===== src/rtl/sram_wr_pkg.sv =====
package sram_wr_pkg;

    typedef enum logic [2:0] {
        ST_IDLE,
        ST_SETUP,
        ST_STROBE,
        ST_CLOSE,
        ST_HOLD,
        ST_RECOVER,
        ST_FINISH
    } wr_state_e;

    typedef struct packed {
        logic sel_n;
        logic sel;
        logic wr_n;
        logic dq_oe;
    } pin_set_t;

    localparam pin_set_t PINS_IDLE = '{sel_n: 1'b1, sel: 1'b0, wr_n: 1'b1, dq_oe: 1'b0};

    function automatic int unsigned max2(input int unsigned a, input int unsigned b);
        return (a > b) ? a : b;
    endfunction

endpackage


===== src/rtl/sram_wr_ticker.sv =====
module sram_wr_ticker #(
    parameter int unsigned CNT_W = 4
) (
    input  logic             clk,
    input  logic             rst_n,
    input  logic             load_i,
    input  logic [CNT_W-1:0] load_val_i,
    output logic             zero_o
);

    logic [CNT_W-1:0] cnt_q;

    always_ff @(posedge clk or negedge rst_n) begin
        if (!rst_n) begin
            cnt_q <= '0;
        end else if (load_i) begin
            cnt_q <= load_val_i;
        end else if (cnt_q != '0) begin
            cnt_q <= cnt_q - 1'b1;
        end
    end

    assign zero_o = (cnt_q == '0);

    AST_TICK_REST_AT_ZERO: assert property (@(posedge clk) disable iff (!rst_n)
        (!load_i && zero_o) |=> zero_o);

endmodule


===== src/rtl/sram_wr_datapath.sv =====
module sram_wr_datapath #(
    parameter int unsigned ADDR_W = 17,
    parameter int unsigned DATA_W = 8
) (
    input  logic              clk,
    input  logic              rst_n,
    input  logic              capture_i,
    input  logic [ADDR_W-1:0] addr_i,
    input  logic [DATA_W-1:0] wdata_i,
    input  logic              dq_oe_i,
    output logic [ADDR_W-1:0] mem_addr_o,
    output logic [DATA_W-1:0] mem_dq_o
);

    logic [ADDR_W-1:0] addr_q;
    logic [DATA_W-1:0] data_q;

    always_ff @(posedge clk or negedge rst_n) begin
        if (!rst_n) begin
            addr_q <= '0;
            data_q <= '0;
        end else if (capture_i) begin
            addr_q <= addr_i;
            data_q <= wdata_i;
        end
    end

    assign mem_addr_o = addr_q;
    assign mem_dq_o   = dq_oe_i ? data_q : '0;

    AST_DATA_STEADY_ON_BUS: assert property (@(posedge clk) disable iff (!rst_n)
        (dq_oe_i && $past(dq_oe_i)) |-> $stable(mem_dq_o));

endmodule


===== src/rtl/sram_wr_pins.sv =====
module sram_wr_pins
    import sram_wr_pkg::*;
#(
    parameter bit CLOSE_ON_SEL = 1'b0
) (
    input  logic      clk,
    input  logic      rst_n,
    input  wr_state_e state_d_i,
    output pin_set_t  pins_o
);

    pin_set_t close_pins;
    pin_set_t pins_d;
    pin_set_t pins_q;

    generate
        if (CLOSE_ON_SEL) begin : g_close_sel
            assign close_pins = '{sel_n: 1'b0, sel: 1'b0, wr_n: 1'b0, dq_oe: 1'b1};
        end else begin : g_close_wr
            assign close_pins = '{sel_n: 1'b0, sel: 1'b1, wr_n: 1'b1, dq_oe: 1'b1};
        end
    endgenerate

    always_comb begin
        pins_d = PINS_IDLE;
        unique case (state_d_i)
            ST_IDLE:    pins_d = PINS_IDLE;
            ST_SETUP:   pins_d = '{sel_n: 1'b1, sel: 1'b1, wr_n: 1'b0, dq_oe: 1'b0};
            ST_STROBE:  pins_d = '{sel_n: 1'b0, sel: 1'b1, wr_n: 1'b0, dq_oe: 1'b1};
            ST_CLOSE:   pins_d = close_pins;
            ST_HOLD:    pins_d = '{sel_n: 1'b1, sel: 1'b0, wr_n: 1'b1, dq_oe: 1'b1};
            ST_RECOVER: pins_d = '{sel_n: 1'b1, sel: 1'b0, wr_n: 1'b1, dq_oe: 1'b0};
            ST_FINISH:  pins_d = PINS_IDLE;
            default:    pins_d = PINS_IDLE;
        endcase
    end

    always_ff @(posedge clk or negedge rst_n) begin
        if (!rst_n) begin
            pins_q <= PINS_IDLE;
        end else begin
            pins_q <= pins_d;
        end
    end

    assign pins_o = pins_q;

    AST_WR_LEADS_SEL: assert property (@(posedge clk) disable iff (!rst_n)
        $fell(pins_q.sel_n) |-> $past(!pins_q.wr_n));

    AST_BUS_DRIVEN_IN_WINDOW: assert property (@(posedge clk) disable iff (!rst_n)
        (!pins_q.sel_n && pins_q.sel && !pins_q.wr_n) |-> pins_q.dq_oe);

    AST_BUS_OFF_WHILE_UNSELECTED_SETUP: assert property (@(posedge clk) disable iff (!rst_n)
        (pins_q.sel_n && !pins_q.wr_n) |-> !pins_q.dq_oe);

endmodule


===== src/rtl/sram_wr_seq.sv =====
module sram_wr_seq
    import sram_wr_pkg::*;
#(
    parameter int unsigned ADDR_W      = 17,
    parameter int unsigned DATA_W      = 8,
    parameter int unsigned T_ADDR_SU   = 2,
    parameter int unsigned T_PULSE     = 3,
    parameter int unsigned T_DATA_SU   = 2,
    parameter int unsigned T_SEL_END   = 4,
    parameter int unsigned T_DATA_HOLD = 2,
    parameter int unsigned T_REC_WR    = 3,
    parameter int unsigned T_REC_SEL   = 5,
    parameter bit          CLOSE_ON_SEL = 1'b0
) (
    input  logic              clk,
    input  logic              rst_n,
    input  logic              start_i,
    input  logic [ADDR_W-1:0] addr_i,
    input  logic [DATA_W-1:0] wdata_i,
    output logic              busy_o,
    output logic              done_o,
    output logic [ADDR_W-1:0] mem_addr_o,
    output logic [DATA_W-1:0] mem_dq_o,
    output logic              mem_dq_oe_o,
    output logic              mem_sel_n_o,
    output logic              mem_sel_o,
    output logic              mem_wr_n_o
);

    localparam int unsigned STROBE_LEN = max2(max2(T_PULSE, T_DATA_SU), T_SEL_END);
    localparam int unsigned REC_SEL    = CLOSE_ON_SEL ? T_REC_SEL : T_REC_WR;
    localparam int unsigned TAIL_LEN   = max2(T_DATA_HOLD, REC_SEL);
    localparam int unsigned REC_EXTRA  = TAIL_LEN - T_DATA_HOLD;
    localparam int unsigned CNT_MAX    = max2(max2(T_ADDR_SU, STROBE_LEN), TAIL_LEN);
    localparam int unsigned CNT_W      = (CNT_MAX < 2) ? 1 : $clog2(CNT_MAX);
    localparam logic [CNT_W-1:0] LD_SETUP  = CNT_W'(T_ADDR_SU - 1);
    localparam logic [CNT_W-1:0] LD_STROBE = CNT_W'(STROBE_LEN - 1);
    localparam logic [CNT_W-1:0] LD_HOLD   = CNT_W'((T_DATA_HOLD > 1) ? T_DATA_HOLD - 2 : 0);
    localparam logic [CNT_W-1:0] LD_REC    = CNT_W'((REC_EXTRA > 0) ? REC_EXTRA - 1 : 0);

    wr_state_e        state_q;
    wr_state_e        state_d;
    logic             tick_load;
    logic [CNT_W-1:0] tick_val;
    logic             tick_zero;
    logic             accept;
    pin_set_t         pins;

    // state register
    always_ff @(posedge clk or negedge rst_n) begin
        if (!rst_n) begin
            state_q <= ST_IDLE;
        end else begin
            state_q <= state_d;
        end
    end

    // next state and interval loads
    always_comb begin
        state_d   = state_q;
        tick_load = 1'b0;
        tick_val  = '0;
        accept    = 1'b0;
        unique case (state_q)
            ST_IDLE: begin
                if (start_i) begin
                    accept    = 1'b1;
                    state_d   = ST_SETUP;
                    tick_load = 1'b1;
                    tick_val  = LD_SETUP;
                end
            end
            ST_SETUP: begin
                if (tick_zero) begin
                    state_d   = ST_STROBE;
                    tick_load = 1'b1;
                    tick_val  = LD_STROBE;
                end
            end
            ST_STROBE: begin
                if (tick_zero) begin
                    state_d = ST_CLOSE;
                end
            end
            ST_CLOSE: begin
                if (T_DATA_HOLD > 1) begin
                    state_d   = ST_HOLD;
                    tick_load = 1'b1;
                    tick_val  = LD_HOLD;
                end else if (REC_EXTRA > 0) begin
                    state_d   = ST_RECOVER;
                    tick_load = 1'b1;
                    tick_val  = LD_REC;
                end else begin
                    state_d = ST_FINISH;
                end
            end
            ST_HOLD: begin
                if (tick_zero) begin
                    if (REC_EXTRA > 0) begin
                        state_d   = ST_RECOVER;
                        tick_load = 1'b1;
                        tick_val  = LD_REC;
                    end else begin
                        state_d = ST_FINISH;
                    end
                end
            end
            ST_RECOVER: begin
                if (tick_zero) begin
                    state_d = ST_FINISH;
                end
            end
            ST_FINISH: begin
                state_d = ST_IDLE;
            end
            default: begin
                state_d = ST_IDLE;
            end
        endcase
    end

    // user-side flags
    always_comb begin
        busy_o = (state_q != ST_IDLE);
        done_o = (state_q == ST_FINISH);
    end

    sram_wr_ticker #(
        .CNT_W (CNT_W)
    ) u_ticker (
        .clk        (clk),
        .rst_n      (rst_n),
        .load_i     (tick_load),
        .load_val_i (tick_val),
        .zero_o     (tick_zero)
    );

    sram_wr_pins #(
        .CLOSE_ON_SEL (CLOSE_ON_SEL)
    ) u_pins (
        .clk       (clk),
        .rst_n     (rst_n),
        .state_d_i (state_d),
        .pins_o    (pins)
    );

    sram_wr_datapath #(
        .ADDR_W (ADDR_W),
        .DATA_W (DATA_W)
    ) u_data (
        .clk        (clk),
        .rst_n      (rst_n),
        .capture_i  (accept),
        .addr_i     (addr_i),
        .wdata_i    (wdata_i),
        .dq_oe_i    (pins.dq_oe),
        .mem_addr_o (mem_addr_o),
        .mem_dq_o   (mem_dq_o)
    );

    assign mem_sel_n_o = pins.sel_n;
    assign mem_sel_o   = pins.sel;
    assign mem_wr_n_o  = pins.wr_n;
    assign mem_dq_oe_o = pins.dq_oe;

    AST_ADDR_HELD_WHILE_BUSY: assert property (@(posedge clk) disable iff (!rst_n)
        (busy_o && $past(busy_o)) |-> $stable(mem_addr_o));

    AST_DONE_SINGLE: assert property (@(posedge clk) disable iff (!rst_n)
        done_o |=> !done_o);

    AST_START_IGNORED_BUSY: assert property (@(posedge clk) disable iff (!rst_n)
        (busy_o && start_i) |=> $stable(mem_addr_o));

    AST_PINS_IDLE_WHEN_FREE: assert property (@(posedge clk) disable iff (!rst_n)
        !busy_o |-> (mem_sel_n_o && !mem_sel_o && mem_wr_n_o && !mem_dq_oe_o));

endmodule


===== config.mk =====
export PLATFORM = sky130hd
export DESIGN_NAME = sram_wr_seq
export DESIGN_NICKNAME = d
export VERILOG_FILES = /design/src/rtl/sram_wr_pkg.sv /design/src/rtl/sram_wr_ticker.sv /design/src/rtl/sram_wr_datapath.sv /design/src/rtl/sram_wr_pins.sv /design/src/rtl/sram_wr_seq.sv
export SDC_FILE = /design/constraint.sdc
export NUM_CORES = 1
export LEC_CHECK = 0
export BUFFER_PORTS_ARGS = -buffer_cell sky130_fd_sc_hd__buf_2
export CAP_MARGIN = 20
export CORE_ASPECT_RATIO = 0.9
export CORE_MARGIN = 2
export CORE_UTILIZATION = 48
export DETAILED_ROUTE_END_ITERATION = 7
export GPL_TIMING_DRIVEN = 0
export PLACE_DENSITY = 0.79
export SLEW_MARGIN = 0
export SYNTH_ARGS = -nofsm -noshare
export SYNTH_HDL_FRONTEND = slang
export SYNTH_HIERARCHICAL = 1
export SYNTH_SLANG_ARGS = --single-unit

===== constraint.sdc =====
create_clock -name clk -period 2.2 [get_ports clk]
set_input_delay 0.33 -clock clk [delete_from_list [all_inputs] [get_ports clk]]
set_output_delay 0.33 -clock clk [all_outputs]
set_load 0.02 [all_outputs]

Yosys cells after proc, flatten, opt, wreduce, memory -nomap -nowiden
Cells that the tools add are included.

cells by class
  add/sub/neg operators = 1
  equal/unequal tests = 10
  multiplexer cells = 17
  reduce and logical (&&, ||, !) cells = 6

operators with widths
  kind                 number
  $pmux 3 s6           1
  $pmux 4 s4           1
  $mux 3               5
  $eq 3x2->1 const B   4
  $eq 3x3->1 const B   4
  $mux 8               1
  $eq 3x1->1 const B   2
  $mux 2               3
  $mux 1               4
  $pmux 2 s2           1
  $reduce_bool 2->1    2
  $logic_not 3->1      1
  $pmux 1 s3           1
  $reduce_bool 3->1    1
  $logic_not 2->1      1
  $reduce_or 2->1      1
  $sub 2x1->2 const B  1

word-level totals
  register bits = 34
  input port bits = 28
  output and inout bits = 31
  logic and storage cells = 42

Longest topological paths before layout
Gate-level depths: netlist of the first run.

  depth after elaboration = 5
  mapped depth = 7
  mapped depth without buffers = 7

Cells and area by module
The synthesis of the first run kept the hierarchy.

modules (own cells, without submodules)
  module            instances  cells each  area each (µm²)
  sram_wr_datapath  1          61          1083.5
  sram_wr_seq       1          25          200.2
  sram_wr_pins      1          10          148.9
  sram_wr_ticker    1          12          113.9

Worst setup path before layout of the first run
Ideal clock, no wire load.

  kind = register to register
  start point = register u_ticker.cnt_q[0]
  end point = register u_ticker.cnt_q[1]
  library setup time = 0.124 ns
  arrival = 1.556 ns
  data required time = 2.076 ns
  path slack = 0.520 ns
  cell stages (with the launch flop) = 8
  path buffers = 0
  clock period less this slack = 1.680 ns
  cells stage by stage = dfrtp_1 -> inv_1 -> ha_1 -> inv_1 -> or3_1 -> o2111ai_1 -> or2b_1 -> o31a_1

on the way
  word-level cells in the longest chain between the ends = 4
  elaborated cells between the ends (all ways) = 10
  classes of those cells = add/sub (1); mux (6); reduce/logical (3)

RTL lines
  item                                                line                  RTL
  start: declaration                                  sram_wr_ticker.sv:11  logic [CNT_W-1:0] cnt_q;
  start signal: assignment                            sram_wr_ticker.sv:17  cnt_q <= load_val_i;
  start signal: assignment                            sram_wr_ticker.sv:19  cnt_q <= cnt_q - 1'b1;
  $logic_not 2->1 (*)                                 sram_wr_ticker.sv:23  assign zero_o = (cnt_q == '0);
  named net tick_zero                                 sram_wr_seq.sv:45     logic tick_zero;
  $mux 1 (*)                                          sram_wr_seq.sv:74     if (tick_zero) begin
  $pmux 1 s3 (*)                                      sram_wr_seq.sv:64     unique case (state_q)
  named net tick_load                                 sram_wr_seq.sv:43     logic tick_load;
  $mux 2 / $reduce_bool 2->1 (equally long branches)  --

The timed path passes the listed nets; every way through them passes the cells marked *. The select of a mux whose other input is x is not followed.
A chain may end at the register's enable or synchronous reset.

==> results.json, run 1 <==
{
  "holdBufCountCts": 0,
  "wl_met3_um": 163,
  "vias": 1075,
  "rsz0062_at_grt": "false",
  "multi_input_area_um2": 614,
  "tritoncts": "done",
  "setup_viol_count_final": 0,
  "worst_pin_slew_ns": 0.725,
  "fmax_mhz": 526,
  "period_needed_ns": 1.90,
  "slowest_delay_ns": 0.55,
  "synth-seq-area-share_pct": 55.2,
  "io_buffers": 58,
  "clk_pin_slew_ns": 0.10,
  "setup-tns-final_ns": 0,
  "leakage_nw": 1.01,
  "synth_edf_count": 0,
  "async_flop_share_pct": 100,
  "synthFlopType": "dfrtp_1",
  "hold_viol_final": 0,
  "die_w_um": 63.8,
  "drc": 0,
  "num-nets-final": 202,
  "yosys_warnings": 6,
  "synth_most_common_cell": "dfrtp_1",
  "synth_area_per_cell_um2": 14.3,
  "r2r-end": "u_pins/pins_o[0]",
  "grt_pass1_vias": 1050,
  "track_usage_pct": 17.9,
  "cts-buffers-inserted": 5,
  "viasPerCell": 4.98,
  "crit_path_start_kind": "register",
  "crit_type": "register to register",
  "wl_um": 2970,
  "arrival_ns": 2.13,
  "hold_path_class": "input port to asynchronous set/reset pin",
  "grt_overflow": 0,
  "dp.cells": 208,
  "syn_area_um2": 1550,
  "rr_worst_depth": 6,
  "maxCapViolations": 0,
  "areaGrowthSynthToFinish_pct": 26.1,
  "post_cts_buffers": 0,
  "rows": 19,
  "core_um2": 3070,
  "ff_latch_area_um2": 853,
  "dieArea_um2": 3690,
  "cpMaxStageDelayCell": "o21ai_0",
  "grt_pass1_wl_um": 4760,
  "grt_max_degree": 35,
  "ios": 59,
  "crit_chain": "inv_1 -> ha_1 -> nand2_1 -> o21ai_0 -> nor2_1 -> a21bo_1",
  "r2r_setup_slack_ns": 0.30,
  "post-route-util_pct": 63.6,
  "synth_common_cells": "dfrtp_1 (32), mux2_4 (20), and2_1 (9), inv_1 (6), mux2_2 (5)",
  "antenna_left": 0,
  "cts_root_buf": "clkbuf_4",
  "wl_met2_um": 1530,
  "r2r_start": "u_ticker/cnt_q[0]",
  "drtPass1Iterations": 5,
  "drive_gt1_share_pct": 56.3,
  "synthDistinctLibCells": 26,
  "drt-met1-wl_um": 1220,
  "critPathMaxFanout": 6,
  "syn_nets": 137,
  "gp_congestion": 0.823,
  "routed.top_layer": "met4",
  "worstSetupEndpointType": "register",
  "insertion_delay_ns": 0.34,
  "clockBufferDepth": 2,
  "nFillCells": 248,
  "wl_per_cell_um": 13.8,
  "yosys.area.top_type": "dfrtp_1",
  "finalCritPeriodShare_pct": 86.4,
  "crit_buf_inv": 1,
  "die_h_um": 57.9,
  "clock-sinks": 34,
  "initial_core_util_pct": 50.4,
  "crit_family": "compound AO/OA/AOI/OAI gates",
  "synthTopCellsByArea": "dfrtp_1 (52%), mux2_4 (19%), and2_1 (3.6%)",
  "antenna-diode-count": 0,
  "dp_hpwl_um": 2160,
  "required_ns": 2.43,
  "netlist_instances": 108,
  "ir_drop_mv": 0.711,
  "final_cells": 216,
  "synth-seq-cells": 34,
  "cts_resized": 0,
  "synth_top_area_share_pct": 51.8,
  "antenna_found_initial": 0,
  "slew_headroom_pct": 51.7,
  "skew_ns": 0.00773,
  "drtIter0Drc": 33,
  "htreeDepth": 2,
  "status": "complete, no violations",
  "powerDensity_nw_per_um2": 1590,
  "final_max_slew_viol_count": 0,
  "design_power_total_w": 0.00310
}
[worst max path at each step]
stage	from	endpoint	slack (ns)	depth (start not counted)
2_1_floorplan	u_ticker/cnt_q[0]	u_ticker/cnt_q[1]	0.52	7
4_1_cts	u_ticker/cnt_q[0]	u_pins/pins_o[0]	0.31	6
3_3_place_gp	u_ticker/cnt_q[0]	u_pins/pins_o[0]	0.44	6
6_report	u_ticker/cnt_q[0]	u_pins/pins_o[0]	0.30	6
3_5_place_dp	u_ticker/cnt_q[0]	u_pins/pins_o[0]	0.33	6
5_1_grt	u_ticker/cnt_q[0]	u_pins/pins_o[0]	0.16	6
[cells by family after synthesis]
family                     count (synthesis)  share of synthesized area (%)
xor gates and xnor gates                   2                           1.13
adders and majority gates                  1                          0.809
muxes                                     25                           23.1
and+or+nand+nor                           28                           11.1
buffers and inverters                     10                           5.10
AOI/OAI and AO/OA                          8                           3.64
DFF                                       34                           55.2
[worst register-to-register path, cell delays in order, from the launching register on]
cell	delay, ns
dfrtp_1	0.40
inv_1	0.07
ha_1	0.27
nand2_1	0.15
o21ai_0	0.55
nor2_1	0.14
a21bo_1	0.22
[power breakdown]
part	switching (W)	leakage [nW]	internal (W)
clock	0.000196	0.0353	0.000155
sequential	0.000185	0.402	0.000950
combinational	0.000811	0.569	0.000802
[cells in the final DEF (no fill, tap or decap), types with 3 or more instances in the layout]
master	synthesis	layout
buf_2	1	59
dfrtp_1	32	32
mux2_4	20	20
and2_1	9	9
inv_1	6	6
clkbuf_4	0	5
mux2_2	5	5
or3_1	4	4
nor2_1	4	4
nand2b_1	3	3
o21ai_0	3	3
[layer usage]
| layer | track usage [%] | up-vias |
|---|---|---|
| met5 | 0 | - |
| met4 | 13.0 | 0 |
| met3 | 4.08 | 6 |
| met2 | 29.6 | 46 |
| met1 | 20.5 | 523 |
| li1 | - | 500 |
[stage by stage]
step	setup WS, ns	hold WS [ns]	area [um2]
after floorplan	0.520	0.0344	1550
after global placement	0.439	0.414	1890
after detailed placement	0.329	0.431	1890
after CTS	0.311	0.0500	1950
after global routing	0.162	0.0730	1950
final	0.300	0.0419	1950
[cell type report]
cell class	instances	area share, %
inverter	6	1.16
tap	42	2.70
multi-input combinational	64	31.5
buffer	4	2.89
sequential	34	43.8
clock inverter	1	0.257
clock buffer	7	2.82
timing repair buffer	58	14.9
[state kept, by name, summed over array words and instances (netlist names)]
name and flops:
state_q 3, u_data/data_q 8, u_data/mem_addr_o 17, u_pins/pins_o 4, u_ticker/cnt_q 2
(Power assumes the default switching activity.)
==> run 2: changes to the inputs <==
CORE_UTILIZATION = 47   (was 48)
PLACE_DENSITY = 0.78   (was 0.79)
SYNTH_HIERARCHICAL = default   (was 1)
==> run 2 against run 1 <==
Effect of this change: synthesized cell count grew 5.6%; cell area shrank 2.8%; largest cell class unchanged; sequential power is essentially flat; cell count grew 2.8%; setup slack gained 0.046 ns; critical path type is now register to output pin; global-route usage is essentially flat; sequential share of layout area grew 1.3 points; critical endpoint is now busy_o; power shrank 2.9%; critical path depth shrank 3.
==> results.json, run 2 <==
{
  "num-nets-final": 208,
  "skew_ns": 0.00277,
  "antenna-diode-count": 0,
  "finalCritPeriodShare_pct": 84.3,
  "internal_power_w": 0.00180,
  "synth_edf_count": 0,
  "fmax_mhz": 539,
  "synth_most_common_cell": "dfrtp_1",
  "gp_congestion": 0.818,
  "ff_latch_area_um2": 853,
  "seq_power_share_pct": 37.5,
  "wl_per_cell_um": 13.1,
  "grt_pass1_wl_um": 4870,
  "synth_area_per_cell_um2": 13.1,
  "wl_um": 2910,
  "multi_input_area_um2": 578,
  "worst_pin_slew_ns": 0.708,
  "core_um2": 3040,
  "yosys.area.top_type": "dfrtp_1",
  "met3_usage_pct": 7.50,
  "drive_gt1_share_pct": 52.8,
  "clock-sinks": 34,
  "hold_path_class": "input port to asynchronous set/reset pin",
  "die_h_um": 57.4,
  "period_needed_ns": 1.85,
  "grt_pass1_vias": 1064,
  "grt_busiest_layer": "met2",
  "dp.cells": 214,
  "initial_core_util_pct": 49.0,
  "clk_pin_slew_ns": 0.09,
  "tritoncts": "done",
  "nFillCells": 266,
  "status": "complete, no violations",
  "switchingPower_w": 0.00121,
  "rr_worst_depth": 4,
  "die_w_um": 63.4,
  "io_buffers": 58,
  "final_common_cell": "buf_2",
  "htreeDepth": 2,
  "maxCapViolations": 0,
  "yosys_warnings": 0,
  "setup-tns-final_ns": 0,
  "ir_drop_mv": 0.653,
  "synth_common_cells": "dfrtp_1 (32), mux2_2 (23), and2_1 (8), nor2_1 (6)",
  "antenna_left": 0,
  "synthDistinctLibCells": 30,
  "pre_cts_ws_ns": 0.414,
  "syn_area_um2": 1490,
  "r2r_start": "state_q[0]",
  "critPathMaxFanout": 10,
  "synth-seq-area-share_pct": 57.2,
  "drtPass1Iterations": 4,
  "met1_usage_pct": 20.7,
  "post_cts_buffers": 0,
  "track_usage_pct": 17.8,
  "final_max_slew_viol_count": 0,
  "final_cells": 222,
  "largest_register_ffs": 17,
  "ios": 59,
  "dieArea_um2": 3640,
  "required_ns": 1.87,
  "cts-buffers-inserted": 5,
  "async_flop_share_pct": 100,
  "cp-startpoint": "state_q[1]",
  "rows": 19,
  "setup_viol_count_final": 0,
  "cts_resized": 0,
  "arrival_ns": 1.52,
  "clockBufferDepth": 2,
  "mostFrequentLayoutCells": "buf_2 (58), dfrtp_1 (32), mux2_2 (23)",
  "grt_max_degree": 35,
  "viasPerCell": 4.98,
  "slew_headroom_pct": 52.8,
  "use_met2_pct": 29.3,
  "clkPwrFrac_pct": 11.4,
  "areaGrowthSynthToFinish_pct": 27.0,
  "vias": 1105,
  "powerDensity_nw_per_um2": 1590,
  "crit_path_start_kind": "register",
  "syn_nets": 143,
  "synthFlopType": "dfrtp_1",
  "synth-seq-cells": 34,
  "grt_overflow": 0,
  "antenna_found_initial": 0,
  "whs_ns": 0.0482,
  "cts_root_buf": "clkbuf_4",
  "netlist_instances": 114,
  "insertion_delay_ns": 0.32,
  "hold_viol_final": 0,
  "drtIter0Drc": 20,
  "design_power_total_w": 0.00301,
  "worstSetupEndpointType": "output pin",
  "synth_top_area_share_pct": 53.7,
  "drc": 0,
  "crit_type": "register to output pin",
  "dp_hpwl_um": 2260,
  "p_sw_share_pct": 40.3,
  "holdBufCountCts": 0,
  "leakage_nw": 0.912,
  "combPwrFrac_pct": 51.1,
  "fin_ws_ns": 0.345,
  "rsz0062_at_grt": "false",
  "synthTopCellsByArea": "dfrtp_1 (54%), mux2_2 (17%), dfstp_2 (3.5%)"
}
run 2: kinds of logic after synthesis:
group	share of synthesized area [%]
AO/OA/AOI/OAI	6.88
adder cells (fa/ha/maj)	0.839
buffers and inverters	4.03
flip-flops	57.2
multiplexers	19.5
AND/OR/NAND/NOR	11.5
run 2: power by group through the flow:
stage | clock network, W | registers, W | logic [W]
global route | 0.000389 | 0.00117 | 0.00167
detailed placement | 0 | 0.00114 | 0.00155
floorplan | 0 | 0.00136 | 0.000865
global placement | 0 | 0.00111 | 0.00151
finish | 0.000343 | 0.00113 | 0.00154
CTS | 0.000361 | 0.00113 | 0.00155
run 2: cell type report:
cell class              instances  area share (%)
plain buffers                   7            2.58
clock buffers                   7            2.91
clock inverters                 1           0.264
inverters                       3           0.594
multi-input cells              70            30.5
flip-flops and latches         34            45.0
well taps                      42            2.77
repair buffers                 58            15.3
run 2: worst paths after layout:
check                                        endpoint  slack (ns)
worst max-delay path                           busy_o        0.35
worst min-delay path                 u_data.data_q[0]        0.05
worst max register to register       u_data.data_q[4]        0.42
worst min register to register  u_data.mem_addr_o[10]        0.49
max in group asynchronous           u_ticker.cnt_q[1]        1.70
min in group clk                     u_data.data_q[0]        0.22
run 2: critical path: stages, from the launching register on:
cell and delay [ns]:
dfrtp_1 0.43, clkbuf_1 0.22, or3_1 0.38, buf_2 0.16
run 2: per-stage QoR:
step                      util [%]  cell area (um2)
after global routing          62.3             1890
after global placement        60.3             1830
after CTS                     62.3             1890
after floorplan                  -             1490
after detailed placement      60.3             1830
final                         62.3             1890
run 2: metal layers:
| layer | vias to the layer above | wire [um] |
|---|---|---|
| li1 | 529 | - |
| met1 | 533 | 1190 |
| met2 | 39 | 1470 |
| met3 | 4 | 202 |
| met4 | 0 | 48 |
| met5 | - | 0 |
==> run 3: changes to the inputs <==
CORE_UTILIZATION = 43   (was 47)
PLACE_DENSITY = 0.75   (was 0.78)
clock period = 1.7 ns   (was 2.2 ns; I/O delays follow)
==> run 3 against run 2 <==
Effect of this change: global-route usage is 2.2 points lower; sequential cell count stayed put; critical endpoint unchanged; core utilization is 3.8 points lower; highest routed layer unchanged; largest power group unchanged; sequential share of layout area is 1.4 points lower; non-clock buffer count is 3 higher; register-to-register slack worse by 0.27 ns; clock skew hardly changed; cell count is 2.3% higher; setup slack worse by 0.29 ns.
==> results.json, run 3 (synthesized netlist as in run 2, its figures left out) <==
{
  "drc": 0,
  "arrival_ns": 1.39,
  "powerDensity_nw_per_um2": 2090,
  "status": "complete, no violations",
  "final_common_cell": "buf_2",
  "vias": 1105,
  "design_power_total_w": 0.00410,
  "required_ns": 1.44,
  "r2r_setup_slack_ns": 0.15,
  "combPwrFrac_pct": 49.3,
  "maxCapViolations": 0,
  "wl_per_cell_um": 12.6,
  "cts_root_buf": "clkbuf_8",
  "r2r_start": "state_q[1]",
  "grt_overflow": 0,
  "internal_power_w": 0.00250,
  "num-nets-final": 211,
  "drtIter0Drc": 53,
  "leakage_nw": 0.952,
  "skew_ns": 0.00260,
  "hold_viol_final": 0,
  "crit_type": "register to output pin",
  "clkPwrFrac_pct": 14.5,
  "wl_um": 2860,
  "antenna_found_initial": 0,
  "r2r-end": "u_data.mem_addr_o[1]",
  "largest_register_ffs": 17,
  "crit_path_start_kind": "register",
  "htreeDepth": 2,
  "die_w_um": 66.1,
  "seq_power_share_pct": 36.2,
  "p_sw_share_pct": 39.0,
  "ios": 59,
  "setup_viol_count_final": 0,
  "fmax_mhz": 607,
  "antenna-diode-count": 0,
  "tritoncts": "done",
  "clockBufferDepth": 2,
  "dieArea_um2": 3960,
  "grt_pass1_wl_um": 4560,
  "clk_pin_slew_ns": 0.06,
  "rr_worst_depth": 4,
  "finalCritPeriodShare_pct": 96.9,
  "slew_headroom_pct": 52.4,
  "period_needed_ns": 1.65,
  "initial_core_util_pct": 44.5,
  "cts-buffers-inserted": 5,
  "critPathMaxFanout": 10,
  "clock-sinks": 34,
  "setup-tns-final_ns": 0,
  "grt_max_degree": 35,
  "worstSetupEndpointType": "output pin",
  "hold_path_class": "input port to asynchronous set/reset pin",
  "switchingPower_w": 0.00160,
  "worst_pin_slew_ns": 0.715,
  "viasPerCell": 4.87,
  "die_h_um": 59.9,
  "drtPass1Iterations": 4,
  "areaGrowthSynthToFinish_pct": 31.4,
  "crit_chain": "clkbuf_2 -> or3_1 -> buf_2",
  "track_usage_pct": 15.7,
  "cpMaxStageDelayCell": "dfrtp_1",
  "core_um2": 3350,
  "mostFrequentLayoutCells": "buf_2 (58), dfrtp_1 (31), mux2_2 (23)",
  "slowest_delay_ns": 0.42,
  "nFillCells": 288,
  "insertion_delay_ns": 0.28,
  "antenna_left": 0,
  "dp_hpwl_um": 2120,
  "final_max_slew_viol_count": 0,
  "rows": 20,
  "drive_gt1_share_pct": 56.3,
  "ir_drop_mv": 1.07,
  "io_buffers": 58,
  "gp_congestion": 0.897,
  "grt_pass1_vias": 999
}
==> run 3: changes by cell type in the layout (fill, tap and decap cells not counted), sizes merged <==
cell / delta
clkbuf: -1
buf: +4
==> run 3: how the worst max path moves through the flow <==
| stage | start | to | cells after the start | slack (ns) |
|---|---|---|---|---|
| CTS | state_q[2] | busy_o | 3 | 0.05 |
| detailed placement | state_q[0] | u_data.mem_addr_o[4] | 4 | -0.12 |
| global placement | state_q[0] | u_data.mem_addr_o[7] | 4 | -0.06 |
| finish | state_q[2] | busy_o | 3 | 0.05 |
| floorplan | state_q[0] | u_data.data_q[1] | 4 | 0.08 |
| global route | state_q[2] | busy_o | 3 | -0.0004 |
==> run 3: final cells by class <==
class,count,area [um2],area share [%]
Buffer,6,48.8,2.49
Clock buffer,7,86.3,4.41
Clock inverter,1,5.00,0.255
Inverter,3,11.3,0.575
Multi-Input combinational cell,70,578,29.5
Sequential cell,34,855,43.6
Tap cell,44,55.1,2.81
Timing Repair Buffer,62,320,16.3
==> run 3: what timing repair did <==
action / 4_1_cts / 5_1_grt
setup buffers: 4 / 0
hold buffers: 0 / 0
endpoints found under the setup margin: 20 / 4
pin swaps: 1 / 0
resized for setup: 1 / 5
==> run 3: power groups by stage <==
stage	Combinational [W]	Sequential [W]	Clock (W)
3_5_place_dp	0.00202	0.00147	0
6_report	0.00202	0.00149	0.000595
5_1_grt	0.00220	0.00154	0.000655
3_3_place_gp	0.00194	0.00144	0
4_1_cts	0.00203	0.00148	0.000613
2_1_floorplan	0.00112	0.00177	0
==> run 3: worst max-delay path, delay by kind of cell (launching register included) <==
| kind | cells | cell delay, ns |
|---|---|---|
| and+or+nand+nor | 1 | 0.33 |
| DFF | 1 | 0.42 |
| buffers and inverters | 2 | 0.36 |
==> run 3: per-stage QoR <==
stage | util (%) | hold slack [ns] | instance area (um2) | instances | setup slack, ns
final | 58.4 | 0.0234 | 1960 | 227 | 0.0526
after CTS | 58.3 | 0.0478 | 1960 | 227 | 0.0493
after global routing | 58.4 | 0.0789 | 1960 | 227 | -0.000403
after detailed placement | 54.8 | 0.358 | 1840 | 216 | -0.121
after floorplan | - | -0.0406 | 1490 | 114 | 0.0790
after global placement | 54.8 | 0.343 | 1840 | 216 | -0.0592
==> run 3: layer usage <==
metal  routed length (um)  GRT usage [%]  part of all wire [%]  vias up
met5                    0              0                     0        -
met4                   34           7.87                   1.2        0
met3                  203           4.14                   7.1        5
met2                 1360           24.4                    47       42
met1                 1260           20.3                    44      523
li1                     -              -                     -      535
